===== src/rtl/smram_pkg.sv =====
package smram_pkg;
  localparam logic [7:0] REG_CMD   = 8'h04;
  localparam logic [7:0] REG_BASE  = 8'h64;
  localparam logic [7:0] REG_CTL   = 8'h65;
  localparam logic [7:0] CMD_WMASK = 8'h4B;

  typedef enum logic [1:0] {
    RD_NONE,
    RD_CMD,
    RD_BASE,
    RD_CTL
  } rdSel_e;

  typedef struct packed {
    logic   funcOk;
    logic   wrCmd;
    logic   wrBase;
    logic   wrCtl;
    rdSel_e rdSel;
  } cfgStrobe_t;
endpackage


===== src/rtl/smram_cfg_ctrl.sv =====
module smram_cfg_ctrl
  import smram_pkg::*;
#(
  parameter int FUNC_W = 3,
  parameter int OFFS_W = 8
) (
  input  logic [FUNC_W-1:0] cfgFunc,
  input  logic [OFFS_W-1:0] cfgAddr,
  input  logic              cfgWrEn,
  output cfgStrobe_t        strb
);
  logic funcOk;
  assign funcOk = (cfgFunc == '0);

  always_comb begin
    strb        = '0;
    strb.funcOk = funcOk;
    strb.rdSel  = RD_NONE;
    if (funcOk) begin
      unique case (cfgAddr)
        OFFS_W'(REG_CMD):  begin strb.rdSel = RD_CMD;  strb.wrCmd  = cfgWrEn; end
        OFFS_W'(REG_BASE): begin strb.rdSel = RD_BASE; strb.wrBase = cfgWrEn; end
        OFFS_W'(REG_CTL):  begin strb.rdSel = RD_CTL;  strb.wrCtl  = cfgWrEn; end
        default:           strb.rdSel = RD_NONE;
      endcase
    end
  end
endmodule


===== src/rtl/smram_win_match.sv =====
module smram_win_match #(
  parameter int ADDR_W = 32
) (
  input  logic              winEn,
  input  logic [ADDR_W-1:0] winBase,
  input  logic [ADDR_W-1:0] offMask,
  input  logic [ADDR_W-1:0] hostAddr,
  output logic              match
);
  assign match = winEn && ((hostAddr & ~offMask) == winBase);
endmodule


===== src/rtl/smram_window_dp.sv =====
module smram_window_dp
  import smram_pkg::*;
#(
  parameter int ADDR_W = 32,
  parameter int DATA_W = 8,
  parameter int NUM_WIN = 2
) (
  input  logic              clk,
  input  logic              rstN,
  input  cfgStrobe_t        strb,
  input  logic [DATA_W-1:0] wrData,
  output logic [DATA_W-1:0] rdData,
  input  logic [ADDR_W-1:0] hostAddr,
  input  logic              smmActive,
  output logic              hit,
  output logic [ADDR_W-1:0] xlatAddr
);
  localparam logic [ADDR_W-1:0] SEG_A      = ADDR_W'(32'h000A_0000);
  localparam logic [ADDR_W-1:0] SEG_B      = ADDR_W'(32'h000B_0000);
  localparam logic [ADDR_W-1:0] SEG_E      = ADDR_W'(32'h000E_0000);
  localparam logic [ADDR_W-1:0] MASK_32K   = ADDR_W'(32'h0000_7FFF);
  localparam logic [ADDR_W-1:0] MASK_64K   = ADDR_W'(32'h0000_FFFF);
  localparam logic [ADDR_W-1:0] ALIAS_FLIP = ADDR_W'(32'h0010_0000);
  localparam int BASE_LSB = 20;

  logic [DATA_W-1:0] cmdReg, baseReg, ctlReg;

  always_ff @(posedge clk) begin
    if (!rstN) begin
      cmdReg  <= '0;
      baseReg <= '0;
      ctlReg  <= '0;
    end else begin
      if (strb.wrCmd)
        cmdReg <= (cmdReg & ~DATA_W'(CMD_WMASK)) | (wrData & DATA_W'(CMD_WMASK));
      if (strb.wrBase) baseReg <= wrData;
      if (strb.wrCtl)  ctlReg  <= wrData;
    end
  end

  always_comb begin
    if (!strb.funcOk) rdData = '1;
    else begin
      unique case (strb.rdSel)
        RD_CMD:  rdData = cmdReg;
        RD_BASE: rdData = baseReg;
        RD_CTL:  rdData = ctlReg;
        default: rdData = '0;
      endcase
    end
  end

  logic [2:0]        mode;
  logic              visOk;
  logic [ADDR_W-1:0] hostBase, priBase, target, offMask;
  logic              priEn, aliEn, baseNonZero;

  assign mode  = ctlReg[7:5];
  assign visOk = ctlReg[4] | smmActive;

  always_comb begin
    hostBase = '0;
    hostBase[BASE_LSB+7:BASE_LSB]     = baseReg;
    hostBase[BASE_LSB+10:BASE_LSB+8]  = ctlReg[2:0];
  end
  assign baseNonZero = (hostBase != '0);

  always_comb begin
    priEn   = 1'b0;
    aliEn   = 1'b0;
    target  = SEG_E;
    offMask = MASK_32K;
    priBase = SEG_E;
    unique case (mode)
      3'd0: begin priEn = 1'b1; end
      3'd1: begin target = SEG_B; offMask = MASK_64K; end
      3'd2: begin target = SEG_A; offMask = MASK_64K; end
      3'd4: begin target = SEG_A; offMask = MASK_32K; end
      3'd6: begin target = SEG_B; offMask = MASK_32K; end
      default: ;
    endcase
    if (mode == 3'd1 || mode == 3'd2 || mode == 3'd4 || mode == 3'd6) begin
      priBase = hostBase | target;
      priEn   = baseNonZero;
      aliEn   = baseNonZero;
    end
  end

  logic [NUM_WIN-1:0] winMatch;

  for (genvar gi = 0; gi < NUM_WIN; gi++) begin : g_win
    logic              en;
    logic [ADDR_W-1:0] wb;
    assign en = (gi == 0) ? priEn : aliEn;
    assign wb = (gi == 0) ? priBase : (priBase ^ ALIAS_FLIP);
    smram_win_match #(.ADDR_W(ADDR_W)) u_match (
      .winEn   (en),
      .winBase (wb),
      .offMask (offMask),
      .hostAddr(hostAddr),
      .match   (winMatch[gi])
    );
  end

  assign hit      = visOk && (winMatch != '0);
  assign xlatAddr = hit ? (target | (hostAddr & offMask)) : hostAddr;

  logic anyWr;
  assign anyWr = strb.wrCmd | strb.wrBase | strb.wrCtl;

  p_hit_vis_r8: assert property (@(posedge clk) disable iff (!rstN)
    hit |-> (smmActive || ctlReg[4]));

  p_reserved_mode_r7: assert property (@(posedge clk) disable iff (!rstN)
    (mode == 3'd3 || mode == 3'd5 || mode == 3'd7) |-> !hit);

  p_zero_base_r6: assert property (@(posedge clk) disable iff (!rstN)
    (mode != 3'd0 && baseReg == '0 && ctlReg[2:0] == 3'd0) |-> !hit);

  p_offset_keep_r9: assert property (@(posedge clk) disable iff (!rstN)
    hit |-> (xlatAddr[14:0] == hostAddr[14:0]));

  p_pass_through_r9: assert property (@(posedge clk) disable iff (!rstN)
    !hit |-> (xlatAddr == hostAddr));

  p_cmd_mask_r10: assert property (@(posedge clk) disable iff (!rstN)
    strb.wrCmd |=> ((cmdReg & ~DATA_W'(CMD_WMASK)) == ($past(cmdReg) & ~DATA_W'(CMD_WMASK))));

  p_regs_hold_r11: assert property (@(posedge clk) disable iff (!rstN)
    !anyWr |=> $stable({cmdReg, baseReg, ctlReg}));
endmodule


===== src/rtl/smram_window_decode.sv =====
module smram_window_decode
  import smram_pkg::*;
#(
  parameter int ADDR_W = 32,
  parameter int DATA_W = 8,
  parameter int FUNC_W = 3,
  parameter int OFFS_W = 8
) (
  input  logic              clk,
  input  logic              rstN,
  input  logic [FUNC_W-1:0] cfgFunc,
  input  logic [OFFS_W-1:0] cfgAddr,
  input  logic              cfgWrEn,
  input  logic [DATA_W-1:0] cfgWrData,
  output logic [DATA_W-1:0] cfgRdData,
  input  logic [ADDR_W-1:0] hostAddr,
  input  logic              smmActive,
  output logic              hit,
  output logic [ADDR_W-1:0] xlatAddr
);
  cfgStrobe_t strb;

  smram_cfg_ctrl #(.FUNC_W(FUNC_W), .OFFS_W(OFFS_W)) u_ctrl (
    .cfgFunc(cfgFunc),
    .cfgAddr(cfgAddr),
    .cfgWrEn(cfgWrEn),
    .strb   (strb)
  );

  smram_window_dp #(.ADDR_W(ADDR_W), .DATA_W(DATA_W), .NUM_WIN(2)) u_dp (
    .clk      (clk),
    .rstN     (rstN),
    .strb     (strb),
    .wrData   (cfgWrData),
    .rdData   (cfgRdData),
    .hostAddr (hostAddr),
    .smmActive(smmActive),
    .hit      (hit),
    .xlatAddr (xlatAddr)
  );
endmodule


===== config.mk =====
export PLATFORM = sky130hd
export DESIGN_NAME = smram_window_decode
export DESIGN_NICKNAME = d
export VERILOG_FILES = /design/src/rtl/smram_pkg.sv /design/src/rtl/smram_cfg_ctrl.sv /design/src/rtl/smram_win_match.sv /design/src/rtl/smram_window_dp.sv /design/src/rtl/smram_window_decode.sv
export SDC_FILE = /design/constraint.sdc
export NUM_CORES = 1
export LEC_CHECK = 0
export ABC_AREA = 1
export BUFFER_PORTS_ARGS = -buffer_cell sky130_fd_sc_hd__buf_4
export CAP_MARGIN = 20
export CORE_MARGIN = 5
export CORE_UTILIZATION = 47
export DETAILED_ROUTE_END_ITERATION = 12
export GPL_TIMING_DRIVEN = 0
export PLACE_DENSITY = 0.87
export SLEW_MARGIN = 20
export SYNTH_ARGS = -nofsm -noshare
export SYNTH_HDL_FRONTEND = slang
export SYNTH_HIERARCHICAL = 1
export SYNTH_SLANG_ARGS = --single-unit

===== constraint.sdc =====
create_clock -name clk -period 6.3 [get_ports clk]
set_clock_uncertainty 0.1 [all_clocks]
set_input_delay 0.63 -clock clk [delete_from_list [all_inputs] [get_ports clk]]
set_output_delay 0.63 -clock clk [all_outputs]
set_load 0.05 [all_outputs]

Yosys cells after proc, flatten, opt, wreduce, memory -nomap -nowiden
Cells that the tools add are included.
Operators by class
  mux-type cells: 14
  equal/unequal tests: 12
  $lt $le $gt $ge: 0
  divide/modulo/power cells: 0
  reduce and logical (&&, ||, !) cells: 13
  $add $sub $neg: 0
  multiply operators: 0
  shift operators: 0
  bitwise logic cells: 8
Operators with widths (number)
  32-bit equality test: 2
  32-bit two-way mux: 2
  19-bit one-hot mux with 2 select lines: 1
  32-bit by 16-bit bitwise AND with 32-bit output: 1
  32-bit bitwise AND: 1
  16-bit NOT with 32-bit output: 1
  20-bit by 32-bit bitwise OR with 32-bit output: 1
  32-bit nonzero test: 1
  31-bit by 20-bit bitwise OR with 31-bit output: 1
  8-bit one-hot mux with 3 select lines: 1
  8-bit by 7-bit equality test with 1-bit output, second input constant: 2
  16-bit two-way mux: 1
  8-bit by 3-bit equality test with 1-bit output, second input constant: 1
  8-bit two-way mux: 1
  8-bit by 7-bit bitwise OR with 8-bit output: 1
  3-bit equality test, second input constant: 2
  3-bit logical NOT: 2
  1-bit two-way mux: 6
  2-bit one-hot mux with 3 select lines: 1
  2-bit OR reduction: 3
  5-bit two-way mux: 1
  2-bit equality test, second input constant: 2
  3-bit by 1-bit equality test with 1-bit output, second input constant: 1
  3-bit by 2-bit equality test with 1-bit output, second input constant: 1
  6 further kinds: 10
Storage, ports and cells
  memory bits (read-only): 0
  memory bits (writable): 0
  logic and storage cells: 50
  output and inout port bits: 41
  memories kept: 0
  input bits: 55
  latch bits: 0
  register bits: 24

Logic depth before layout (Yosys ltp)
  word-level depth: 11
  mapped depth: 19

Cells and area by module
Netlist, hierarchy kept.
By module, submodules not included
  smram_win_match: instances 2, sequential area each 0.0 µm², cells each 174, area an instance 787.0 µm²
  smram_window_dp: instances 1, sequential area each 400.4 µm², cells each 211, area an instance 1291.2 µm²
  smram_cfg_ctrl: instances 1, sequential area each 0.0 µm², cells each 29, area an instance 130.1 µm²

Worst setup path after synthesis
Ideal clock, no wire load.
  kind: reg-to-output
  start: register u_dp.ctlReg[7]
  end: output port xlatAddr[18]
  arrival time: 2.793 ns
  cell stages (with the launch flop): 19
  buffers on the path: 1
  setup slack: 2.777 ns
  path through: dfxtp_1 > inv_2 > nand3_1 > nand3_2 > buf_6 > nand2_1 > inv_1 > inv_1 > nand3b_1 > nand2_1 > nor2_1 > nand2_1 > nor2_2 > nand3_1 > nor2_1 > nor2_1 > nor2_4 > inv_1 > o21ai_0
On the way
  elaborated cells between the ends (all ways): 29
  those cells by class: eq/ne: 6; mux: 7; bitwise: 5; reduce/logical: 11
RTL lines
  from (decl): line smram_window_dp.sv:26  | logic [DATA_W-1:0] cmdReg, baseReg, ctlReg;
  from (signal assigned): line smram_window_dp.sv:37  | if (strb.wrCtl) ctlReg <= wrData;
  3-bit by 1-bit equality test with 1-bit output or 3-bit by 2-bit equality test with 1-bit output (tied branches): line smram_window_dp.sv:82  | if (mode == 3'd1 || mode == 3'd2 || mode == 3'd4 || mode == 3'd6) begin
  1-bit logical OR (2 in series): line smram_window_dp.sv:82
  1-bit logical OR (*): line smram_window_dp.sv:82
  32-bit two-way mux (*): line smram_window_dp.sv:82
  net u_dp.g_win[0].wb[26]: line smram_window_dp.sv:93  | logic [ADDR_W-1:0] wb;
  32-bit equality test (*): line smram_win_match.sv:10  | assign match = winEn && ((hostAddr & ~offMask) == winBase);
  1-bit logical AND (*): line smram_win_match.sv:10
  net u_dp.winMatch[1]: line smram_window_dp.sv:89  | logic [NUM_WIN-1:0] winMatch;
  2-bit nonzero test (*): line smram_window_dp.sv:105  | assign hit = visOk && (winMatch != '0);
  1-bit logical AND (*): line smram_window_dp.sv:105
  32-bit two-way mux (*): line smram_window_dp.sv:106  | assign xlatAddr = hit ? (target | (hostAddr & offMask)) : hostAddr;
  to (decl): line smram_window_decode.sv:19  | output logic [ADDR_W-1:0] xlatAddr
The timed path passes the listed nets; every way through them passes the cells marked *.

Worst setup path after layout
  start: register u_dp.ctlReg[6]
  end: output port xlatAddr[18]
Same word-level chain as after synthesis.

==> metrics.md <==
| Metric | Value |
|---|---|
| Clk sink count | 20 |
| Number of core rows | 29 |
| RSZ-0062 raised after global routing | no |
| Synthesized area | 3000 um2 |
| Vias in the first global route | 3,543 |
| Worst-path clk slew | 70 ps |
| Vias/cell | 4.24 |
| Crit. End Element | primary output |
| Router iterations before antenna repair | 6 |
| Grt total ovfl | 0 |
| Routed len/inst | 9.25 um |
| Die Y | 89.8 um |
| Fmax | 281 MHz |
| Setup_tns | 0 ps |
| Total CTS buffers | 3 |
| Worst Path Class, Setup | register to primary output |
| # DRC | 0 |
| Pleak | 2.71 nW |
| Worst Path Arrival | 2830 ps |
| Final Hold Vio Count | 0 |
| Initial drt markers | 144 |
| Layout cell share with drive strength beyond 1 | 18.3% |
| Pwr Density | 94.7 nW/um2 |
| CORE AREA | 6280 um2 |
| Routed WL | 8240 um |
| GRT Total Usage | 20.1% |
| Clock Latency Late Sink | 250 ps |
| WP buf/inv | 6 |
| Worst-Margin Slew | 497 ps |
| Crit path top cell by count | nor2_1 |
| GPL Wtd Cong | 0.896 |
| Post-Synthesis Cells | 588 |
| Synth Warn # | 6 |
| Ports | 96 |
| Slowest CP cell | dfxtp_1 |
| Internal reg-to-reg setup slack | 5490 ps |
| Commonest non-fill, non-tap cell in the layout | nand2_1 |
| Total die area | 8070 um2 |
| Largest net degree at the start of global routing | 11 |
| Setup Buffers After CTS | 0 |
| Status | finished clean |
| Die Width | 89.8 um |
| Worst setup SP type | register |
| Fin crit period | 3560 ps |
| Commonest cells after routing, fill and taps aside | 196 x nand2_1, 130 x conb_1, 117 x inv_1 |
| CP delay by family, top | simple AND/OR/NAND/NOR gates |
| Post-route ant nets | 0 |
| Tcrit/Tclk final | 56.6% |
| Crit Path Max Fanout | 10 |
| Final setup violation count | 0 |
| CTS root buf | clkbuf_8 |
| H-tree levels | 1 |
| Inst Count DP | 887 |
| Yosys cell types | 30 |
| Area Growth Syn to Fin | 44.2% |
| Initial antenna violation count | 0 |
| Syn_area_per_cell | 5.09 um2 |
| Fill count | 593 |
| Fin nets | 870 |
| Initial core utilization | 47.7% |
| Worst path cell trace | inv_2, nand3_1, nand3_2, buf_6, nand2_1, inv_1, inv_1, nand3b_1, nand2_1, nor2_1, nand2_1, nor2_1, nand3_1, nor2_1, nor2_1, nor2_4, inv_1, o21ai_0, buf_4 |
| Worst Path Required | 5570 ps |
| Detailed Place HPWL | 7130 um |
| Clock buffer depth | 2 |
| Via count | 3,770 |
| Peak supply drop | 0.123 mV |
| Max-Cap Viols | 0 |
| Critical Path Max Stage Delay | 320 ps |
| Register area share after synthesis | 13.4% |
| CTS Hold Buffers Added | 0 |
| First-pass GRT wire length | 14,400 um |
| Max-slew violations | 0 |
| Relative slew margins | 66.7% |
| Yosys reg bits | 20 |
| Hold/Removal Path Class | register to register |
| CTS resizes | 0 |
| Final Non-Filler Cells | 890 |
| Overall power | 0.409 mW |
| Inserted Diodes | 0 |
| CTS tree | built |
| Buffers on Ports | 94 |
[power by group]
group | leakage, nW | switching, mW | internal (mW)
clock | 0.0216 | 0.0393 | 0.0425
sequential | 0.161 | 0.0000390 | 0.126
combinational | 2.53 | 0.123 | 0.0782
[worst min-delay path, stage by stage, from the launching register on]
cell	delay [ps]
dfxtp_1	330
o21ai_0	70
nor2_1	70
[path summary, 6_finish.rpt]
| path | from | cells past startpoint | end |
|---|---|---|---|
| setup / recovery | u_dp/ctlReg[6] | 19 | xlatAddr[18] |
| hold / removal | u_dp/cmdReg[6] | 2 | u_dp/cmdReg[6] |
| setup reg to reg | u_dp/baseReg[0] | 2 | u_dp/baseReg[0] |
| hold reg to reg | u_dp/cmdReg[6] | 2 | u_dp/cmdReg[6] |
[flip-flops by register name (all words and copies together), names as in the netlist]
name	flops
u_dp/baseReg	8
u_dp/cmdReg	4
u_dp/ctlReg	8
[per-stage QoR]
step | cell area [um2] | util, % | hold slack (ps) | setup slack (ps)
5_1_grt | 4320 | 68.8 | 441 | 2430
4_1_cts | 4320 | 68.8 | 402 | 2730
3_5_place_dp | 4280 | 68.1 | 385 | 3010
3_3_place_gp | 4280 | 68.1 | 383 | 3100
6_report | 4320 | 68.8 | 404 | 2740
2_1_floorplan | 3480 | - | 357 | 2780
[cell type report]
class / count / area (um2) / area share (%)
Multi-Input combinational cell: 542 / 2420 / 56.1
Timing Repair Buffer: 94 / 706 / 16.3
Inverter: 132 / 495 / 11.5
Sequential cell: 20 / 400 / 9.27
Buffer: 22 / 155 / 3.59
Tap cell: 77 / 96.3 / 2.23
Clock buffer: 3 / 41.3 / 0.956
[cell families (layout without fill, tap and decap cells)]
family          after synthesis  in the layout  synth area share [%]
flops                        20             20                  13.4
buf+inv                     154            251                  21.7
compound gates               46             46                  9.06
other cells                   2            130                 0.251
simple gates                344            344                  49.2
xor+xnor                     22             22                  6.43
[Yosys cell counts]
library cell	count	area [um2]
nor3_4	1	16.3
o21ai_2	4	35.0
o21ai_0	21	105
xnor2_1	2	17.5
o2111ai_1	3	26.3
o21a_1	1	7.51
nand4_1	1	6.26
clkbuf_1	2	7.51
dfxtp_1	20	400
buf_1	1	3.75
o21ai_1	3	15.0
nand2_2	2	12.5
conb_1	2	7.51
or2_2	3	18.8
nand3_2	3	30.0
inv_1	117	439
nand3b_1	22	165
nor2_1	84	315
xor2_1	20	175
buf_4	17	128
nor2_2	5	31.3
buf_6	1	11.3
nor2_4	1	11.3
o211ai_1	5	37.5
inv_2	14	52.6
clkinv_1	1	3.75
nand2_1	196	736
a21oi_1	9	45.0
nand3_1	26	130
buf_2	1	5.00
[routing by layer]
layer  global-route usage, %  wire [um]
met1                    23.6       3450
met2                    38.1       4110
met3                    3.17        573
met4                    3.53        106
met5                       0          0
No activity file was read; power rests on OpenSTA's default activity.
